<file path="config.mk">
export PLATFORM = sky130hd
export DESIGN_NAME = sbu_uart
export DESIGN_NICKNAME = d
export VERILOG_FILES = /design/src/rtl/sbu_pkg.sv /design/src/rtl/sbu_tick.sv /design/src/rtl/sbu_tx.sv /design/src/rtl/sbu_fifo.sv /design/src/rtl/sbu_rx.sv /design/src/rtl/sbu_uart.sv
export SDC_FILE = /design/constraint.sdc
export NUM_CORES = 1
export LEC_CHECK = 0
export CAP_MARGIN = 20
export CORE_UTILIZATION = 54
export DETAILED_ROUTE_END_ITERATION = 7
export PLACE_DENSITY = 0.8
export SKIP_LAST_GASP = 1
export SYNTH_ARGS = -nofsm -noshare
export SYNTH_HDL_FRONTEND = slang
export SYNTH_SLANG_ARGS = --single-unit
</file>
<file path="constraint.sdc">
create_clock -name clk -period 3.05 [get_ports clk]
set_clock_uncertainty 0.1 [all_clocks]
set_input_delay 0.61 -clock clk [delete_from_list [all_inputs] [get_ports clk]]
set_output_delay 0.61 -clock clk [all_outputs]
set_load 0.05 [all_outputs]
</file>
<file path="src/rtl/sbu_pkg.sv">
package sbu_pkg;
  // register index = byte address / 4; software depends on these positions
  typedef enum logic [2:0] {
    RG_ID0   = 3'd0,
    RG_ID1   = 3'd1,
    RG_ID2   = 3'd2,
    RG_ID3   = 3'd3,
    RG_DATA  = 3'd4,
    RG_STAT  = 3'd5,
    RG_DIVLO = 3'd6,
    RG_DIVHI = 3'd7
  } reg_sel_e;

  // status bit positions
  localparam int ST_FERR   = 0;
  localparam int ST_OERR   = 1;
  localparam int ST_RXIE   = 2;
  localparam int ST_RXFULL = 3;
  localparam int ST_RXROOM = 4;
  localparam int ST_RXEMPT = 5;
  localparam int ST_TXIE   = 6;
  localparam int ST_TXEMPT = 7;

  localparam int DIV_W    = 16;  // divisor width, two bytes
  localparam int OVS      = 4;   // ticks per bit
  localparam int OVS_W    = $clog2(OVS);
  localparam int FRAME_N  = 10;  // start + 8 data + stop
  localparam int BIT_W    = $clog2(FRAME_N);
endpackage

</file>
<file path="src/rtl/sbu_tick.sv">
module sbu_tick import sbu_pkg::*; (
  input  logic             clk,
  input  logic             rst,
  input  logic             clr,
  input  logic [DIV_W-1:0] div,
  output logic             tick
);
  logic [DIV_W-1:0] cnt;

  assign tick = (cnt == div);

  always_ff @(posedge clk) begin
    if (rst || clr)  cnt <= '0;
    else if (tick)   cnt <= '0;
    else             cnt <= cnt + 1'b1;
  end
endmodule

</file>
<file path="src/rtl/sbu_tx.sv">
module sbu_tx import sbu_pkg::*; (
  input  logic             clk,
  input  logic             rst,
  input  logic [DIV_W-1:0] div,
  input  logic             load,
  input  logic [7:0]       ldata,
  output logic             txd,
  output logic             busy
);
  logic [FRAME_N-1:0] sh;
  logic [BIT_W-1:0]   bitn;
  logic [OVS_W-1:0]   q;
  logic               tick;

  sbu_tick u_tick (.clk(clk), .rst(rst), .clr(load), .div(div), .tick(tick));

  always_ff @(posedge clk) begin
    if (rst) begin
      sh <= '1; busy <= 1'b0; bitn <= '0; q <= '0;
    end else if (load && !busy) begin
      sh   <= {1'b1, ldata, 1'b0};
      busy <= 1'b1;
      bitn <= '0;
      q    <= '0;
    end else if (busy && tick) begin
      q <= q + 1'b1;
      if (q == OVS_W'(OVS - 1)) begin
        sh <= {1'b1, sh[FRAME_N-1:1]};
        if (bitn == BIT_W'(FRAME_N - 1)) busy <= 1'b0;
        else                             bitn <= bitn + 1'b1;
      end
    end
  end

  assign txd = sh[0];

  assert_line_idle_R4: assert property (@(posedge clk) disable iff (rst)
    !busy |-> txd);
  assert_start_low_R4: assert property (@(posedge clk) disable iff (rst)
    $rose(busy) |-> !txd);
endmodule

</file>
<file path="src/rtl/sbu_fifo.sv">
module sbu_fifo #(
  parameter int W     = 8,
  parameter int DEPTH = 4,
  localparam int PW   = (DEPTH > 1) ? $clog2(DEPTH) : 1,
  localparam int CW   = $clog2(DEPTH + 1)
) (
  input  logic          clk,
  input  logic          rst,
  input  logic          push,
  input  logic [W-1:0]  pdata,
  input  logic          pop,
  output logic [W-1:0]  qdata,
  output logic [CW-1:0] count,
  output logic          full,
  output logic          empty
);
  logic [W-1:0]  mem [DEPTH];
  logic [PW-1:0] wptr, rptr;

  always_ff @(posedge clk) begin
    if (push) mem[wptr] <= pdata;
  end

  always_ff @(posedge clk) begin
    if (rst) begin
      wptr <= '0; rptr <= '0; count <= '0;
    end else begin
      if (push) wptr <= (wptr == PW'(DEPTH - 1)) ? '0 : wptr + 1'b1;
      if (pop)  rptr <= (rptr == PW'(DEPTH - 1)) ? '0 : rptr + 1'b1;
      count <= count + CW'(push) - CW'(pop);
    end
  end

  assign qdata = mem[rptr];
  assign full  = (count == CW'(DEPTH));
  assign empty = (count == '0);

  assert_no_overflow_R8: assert property (@(posedge clk) disable iff (rst)
    push |-> !full);
  assert_no_underflow_R12: assert property (@(posedge clk) disable iff (rst)
    pop |-> !empty);
endmodule

</file>
<file path="src/rtl/sbu_rx.sv">
module sbu_rx import sbu_pkg::*; (
  input  logic             clk,
  input  logic             rst,
  input  logic [DIV_W-1:0] div,
  input  logic             rxd,
  output logic             done,
  output logic             ferr,
  output logic [7:0]       rbyte
);
  logic             s1, rxs, active, tick;
  logic [OVS_W-1:0] q;
  logic [BIT_W-1:0] bitn;

  sbu_tick u_tick (.clk(clk), .rst(rst), .clr(!active), .div(div), .tick(tick));

  always_ff @(posedge clk) begin
    if (rst) begin
      s1 <= 1'b1; rxs <= 1'b1;
    end else begin
      s1 <= rxd; rxs <= s1;
    end
  end

  always_ff @(posedge clk) begin
    if (rst) begin
      active <= 1'b0; q <= '0; bitn <= '0; rbyte <= '0;
      done <= 1'b0; ferr <= 1'b0;
    end else begin
      done <= 1'b0;
      ferr <= 1'b0;
      if (!active) begin
        if (!rxs) begin
          active <= 1'b1; q <= '0; bitn <= '0;
        end
      end else if (tick) begin
        q <= q + 1'b1;
        if (q == OVS_W'(OVS / 2 - 1)) begin  // bit centre
          if (bitn == '0) begin
            if (rxs) active <= 1'b0;           // glitch, not a start bit
            else     bitn <= bitn + 1'b1;
          end else if (bitn < BIT_W'(FRAME_N - 1)) begin
            rbyte <= {rxs, rbyte[7:1]};
            bitn  <= bitn + 1'b1;
          end else begin
            active <= 1'b0;
            if (rxs) done <= 1'b1;
            else     ferr <= 1'b1;
          end
        end
      end
    end
  end

  assert_one_outcome_R9: assert property (@(posedge clk) disable iff (rst)
    !(done && ferr));
endmodule

</file>
<file path="src/rtl/sbu_uart.sv">
module sbu_uart import sbu_pkg::*; #(
  parameter logic [31:0] ID_WORD    = 32'h5AC3_0104,
  parameter int          FIFO_DEPTH = 4,
  parameter int          ADDR_W     = 5
) (
  input  logic              clk,
  input  logic              rst,
  input  logic [ADDR_W-1:0] addr,
  input  logic              wr_en,
  input  logic              rd_en,
  input  logic [7:0]        wdata,
  output logic [7:0]        rdata,
  output logic              txd,
  input  logic              rxd,
  output logic              irq
);
  localparam int CW = $clog2(FIFO_DEPTH + 1);

  logic [7:0]       div_lo, div_hi;
  logic [DIV_W-1:0] div;
  logic             rx_ie, tx_ie, fe, oe;
  logic             tx_busy, rx_done, rx_ferr;
  logic [7:0]       rx_byte, q_data, stat;
  logic [CW-1:0]    q_cnt;
  logic             q_full, q_empty;
  logic             aligned, wr_ok, rd_ok, tx_load, q_push, q_pop, q_ovf;
  reg_sel_e         sel;

  assign div     = {div_hi, div_lo};
  assign sel     = reg_sel_e'(addr[4:2]);
  assign aligned = (addr[1:0] == 2'b00);
  assign wr_ok   = wr_en && aligned;
  assign rd_ok   = rd_en && aligned;
  assign tx_load = wr_ok && sel == RG_DATA && !tx_busy;
  assign q_pop   = rd_ok && sel == RG_DATA && !q_empty;
  assign q_push  = rx_done && !q_full;
  assign q_ovf   = rx_done && q_full;

  sbu_tx u_tx (.clk(clk), .rst(rst), .div(div), .load(tx_load), .ldata(wdata),
               .txd(txd), .busy(tx_busy));

  sbu_rx u_rx (.clk(clk), .rst(rst), .div(div), .rxd(rxd), .done(rx_done),
               .ferr(rx_ferr), .rbyte(rx_byte));

  sbu_fifo #(.W(8), .DEPTH(FIFO_DEPTH)) u_q (
    .clk(clk), .rst(rst), .push(q_push), .pdata(rx_byte), .pop(q_pop),
    .qdata(q_data), .count(q_cnt), .full(q_full), .empty(q_empty));

  always_comb begin
    stat            = '0;
    stat[ST_FERR]   = fe;
    stat[ST_OERR]   = oe;
    stat[ST_RXIE]   = rx_ie;
    stat[ST_RXFULL] = q_full;
    stat[ST_RXROOM] = (q_cnt == CW'(FIFO_DEPTH - 1));
    stat[ST_RXEMPT] = q_empty;
    stat[ST_TXIE]   = tx_ie;
    stat[ST_TXEMPT] = !tx_busy;
  end

  always_ff @(posedge clk) begin
    if (rst) begin
      div_lo <= '0; div_hi <= '0; rx_ie <= 1'b0; tx_ie <= 1'b0;
      fe <= 1'b0; oe <= 1'b0;
    end else begin
      if (wr_ok && sel == RG_DIVLO) div_lo <= wdata;
      if (wr_ok && sel == RG_DIVHI) div_hi <= wdata;
      if (wr_ok && sel == RG_STAT) begin
        rx_ie <= wdata[ST_RXIE];
        tx_ie <= wdata[ST_TXIE];
        fe    <= (fe & wdata[ST_FERR]) | rx_ferr;
        oe    <= (oe & wdata[ST_OERR]) | q_ovf;
      end else begin
        fe <= fe | rx_ferr;
        oe <= oe | q_ovf;
      end
    end
  end

  always_ff @(posedge clk) begin
    if (rst) begin
      rdata <= '0;
    end else if (rd_en) begin
      rdata <= '0;
      if (aligned) begin
        unique case (sel)
          RG_ID0:   rdata <= ID_WORD[7:0];
          RG_ID1:   rdata <= ID_WORD[15:8];
          RG_ID2:   rdata <= ID_WORD[23:16];
          RG_ID3:   rdata <= ID_WORD[31:24];
          RG_DATA:  rdata <= q_empty ? 8'h00 : q_data;
          RG_STAT:  rdata <= stat;
          RG_DIVLO: rdata <= div_lo;
          RG_DIVHI: rdata <= div_hi;
          default:  rdata <= '0;
        endcase
      end
    end
  end

  always_ff @(posedge clk) begin
    if (rst) irq <= 1'b0;
    else     irq <= (rx_ie && (!q_empty || fe || oe)) || (tx_ie && !tx_busy);
  end

  assert_ferr_hw_only_R10: assert property (@(posedge clk) disable iff (rst)
    $rose(fe) |-> $past(rx_ferr));
  assert_oerr_hw_only_R10: assert property (@(posedge clk) disable iff (rst)
    $rose(oe) |-> $past(rx_done && q_full));
  assert_irq_rx_R11: assert property (@(posedge clk) disable iff (rst)
    (rx_ie && !q_empty) |=> irq);
  assert_irq_quiet_R11: assert property (@(posedge clk) disable iff (rst)
    (!rx_ie && !tx_ie) |=> !irq);
  assert_busy_write_ignored_R5: assert property (@(posedge clk) disable iff (rst)
    (wr_ok && sel == RG_DATA && tx_busy) |=> $stable(txd) || tx_busy);
endmodule

</file>
==> impl_metrics.yaml <==
layout:
  syn_to_final_growth_pct: 16.14
  final_cells: 831
  nets: 709
  antenna_cells: 0
  layout-drive-gt1-share: 0.09302
  fill_cells: 888
pwr:
  intPower_mw: 3.219
  power.leakage_nw: 2.756
  max-vdd-ir-drop_uv: 850.7
  p_sw_frac: 0.2217
  netSwitchingPower_uw: 917.1
  clkPwrFrac: 0.503
  p_seq_frac: 0.452
  combPwrFrac: 0.044
  power_density_nw_per_um2: 563.7
timing:
  maxSlewViolCount: 0
  hold_viol_final: 0
  max-slew-margin-rel: 0.5534
  fin_setup_tns_ps: 0
  finalSetupViolCount: 0
  worst_slack_ps: 360.9
  fin_crit_ps: 2689
  tightest_slew_ps: 663.8
  timing.final.crit_share: 0.8817
  fmax_mhz: 371.9
  rsz0062_at_grt: "false"
synth:
  yosysTopAreaCell: "dfxtp_1"
  yosysTopAreaCellShare: 0.3327
  avgSynthCellArea_um2: 9.766
  synth_top_flop_cell: "dfxtp_1"
  async_flop_share: 0
  postSynthCellCount: 647
  ys_warn_count: 0
  synth_fp_nets: 681
  seq_area_frac_synth: 0.4848
  synth_area_leaders: "dfxtp_1 33%, edfxtp_1 15%, xor2_1 6.4%, nor2_1 4.5%, ha_1 3.0%"
  synth_area_um2: 6319
  ys_ff_latch: 137
  yosysUniqueCellTypes: 59
  synth_edf_count: 32
cts:
  hold_buffers: 0
  clock_sinks: 137
  cts-resized-gates: 0
  clockBufferDepth: 2
  cts-root-buf: "clkbuf_16"
  cts_max_level: 4
  numCtsBuffers: 17
  insertion_delay_ps: 430
  cts_tree: "done"
  clk_pin_slew_worst_paths_ps: 60
  cts_setup_buffers: 0
flow_run:
  drv_cap: 0
global_routing:
  grt_pass1_wl_mm: 22.02
  grt_pass1_vias: 4601
  grt_usage: 0.2440
  antenna_found_initial: 0
  overflow: 0
  grt_max_degree: 34
floorplanning:
  dieArea_um2: 12140
  rows: 39
  ios: 28
  initial_core_util: 0.5534
  core-area_um2: 11420
  die_x_um: 110.2
  die_height_um: 110.2
placement:
  place.gp.congestion: 0.9616
  dp.cells: 799
  preCtsSetupSlack_ps: 55.40
  port_buffers: 27
  place_hpwl_mm: 9.805
setup_path:
  cp_data_arrival_time_ps: 2900
  path_class: "register to register"
  end_kind: "register"
  r2r_start: "u_q.count[1]$_SDFF_PP0_"
  cp.required_ps: 3260
  crit_start: "u_q.count[1]$_SDFF_PP0_"
  cp_max_fo: 5
  cp-start-kind: "register"
route:
  post-route-drc-count: 0
  drtPass1Iterations: 5
  drtIter0Drc: 290
  finalWirelength_mm: 13.77
  vias_per_cell: 5.907
  final_antenna_net_count: 0
  vias: 4909
  wl_per_cell_um: 16.57
worst_hold_path:
  min_path_type: "register to register"
  min-delay-start: "u_rx.s1$_SDFF_PP1_"
run_status:
  status: "finished, final reports clean"
-- routing by layer --
| layer | track usage | wire [µm] | vias up |
|---|---|---|---|
| met3 | 0.06349 | 687 | 40 |
| met1 | 0.2813 | 5619 | 2375 |
| met5 | 0 | 0 | - |
| met4 | 0.1429 | 499 | 0 |
| li1 | - | - | 2343 |
| met2 | 0.4094 | 6965 | 151 |
-- logic make-up after synthesis --
family,Yosys count,synth area share
AND/OR/NAND/NOR,254,0.2061
flip-flops,137,0.4848
AO/OA/AOI/OAI,98,0.09961
XOR/XNOR,63,0.08733
buffers and inverters,55,0.03505
multiplexers,24,0.05426
adder cells (fa/ha/maj),16,0.03287
-- cells in the final DEF (no fill, tap or decap), types with 6 or more instances in the layout --
master	Yosys	final
nor3_1	15	15
o21ai_1	7	7
xnor2_1	17	17
nand2b_1	16	16
nor2b_1	8	8
clkdlybuf4s50_1	0	26
mux4_2	8	8
dfxtp_1	105	105
clkbuf_16	0	17
and2_1	6	6
o21ai_0	14	14
and3_1	17	17
nor2_1	76	76
xor2_1	46	46
ha_1	15	15
a21oi_1	35	35
nand3_1	23	23
mux2i_1	14	14
nand2_1	45	45
a221oi_1	8	8
edfxtp_1	32	32
buf_4	1	15
nand4_1	11	11
inv_1	22	22
-- registers in the layout, summed over array words and instances (netlist names), 2 cells and up, named ones only --
signal and flops:
u_q.rptr 2, div_lo 8, u_q.count 3, u_tx.bitn 4
u_rx.u_tick.cnt 16, u_rx.rbyte 8, u_q.wptr 2, div_hi 8
rdata 8, u_rx.q 2, u_tx.sh 9, u_tx.q 2
u_rx.bitn 4, u_tx.u_tick.cnt 16, u_q.mem 32
-- final cells by class --
type,count,area (µm²),area share
Sequential cell,137,3063,0.4174
Timing Repair Buffer,42,377.9,0.05149
Multi-Input combinational cell,455,3034,0.4135
Clock inverter,13,168.9,0.02302
Clock buffer,19,432.9,0.05899
Tap cell,143,178.9,0.02438
Inverter,22,82.58,0.01125
-- final timing paths --
path,slack (ps),cells past startpoint,endpoint
worst min register to register,320,1,u_rx.rxs$_SDFF_PP1_
worst max-delay path,360,11,u_q.count[2]$_SDFF_PP0_
worst max register to register,360,11,u_q.count[2]$_SDFF_PP0_
worst min-delay path,320,1,u_rx.rxs$_SDFF_PP1_
-- synth_stat cells (15+ instances only) --
cell / number
nor2_1: 76
nand2_1: 45
nand2b_1: 16
dfxtp_1: 105
ha_1: 15
xnor2_1: 17
nor3_1: 15
inv_1: 22
xor2_1: 46
edfxtp_1: 32
clkbuf_1: 21
nand3_1: 23
a21oi_1: 35
and3_1: 17
-- critical path, stage by stage (launching register included) --
cell,delay [ps]
dfxtp_1,370
or3_1,440
and3_1,210
and3_1,190
ha_1,270
inv_1,60
ha_1,140
inv_1,50
fa_1,370
xor2_1,160
xnor2_1,150
nor2_1,70
-- per-stage QoR --
step,hold slack [ps],util,total power [mW],area (µm²)
after floorplan,289.5,-,2.019,6319
after global placement,292.7,0.5900,2.084,6736
after detailed placement,306.2,0.5900,2.090,6736
after CTS,320.0,0.6427,4.162,7338
after global routing,339.6,0.6427,4.248,7338
final,315.2,0.6427,4.136,7338
-- power groups by stage --
stage	clock network (mW)	registers (mW)	logic (mW)
floorplan	0	1.91	0.109
global route	2.18	1.87	0.197
finish	2.08	1.87	0.183
CTS	2.11	1.87	0.182
global placement	0	1.91	0.174
detailed placement	0	1.91	0.180
No activity file was read; power rests on OpenSTA's default activity.
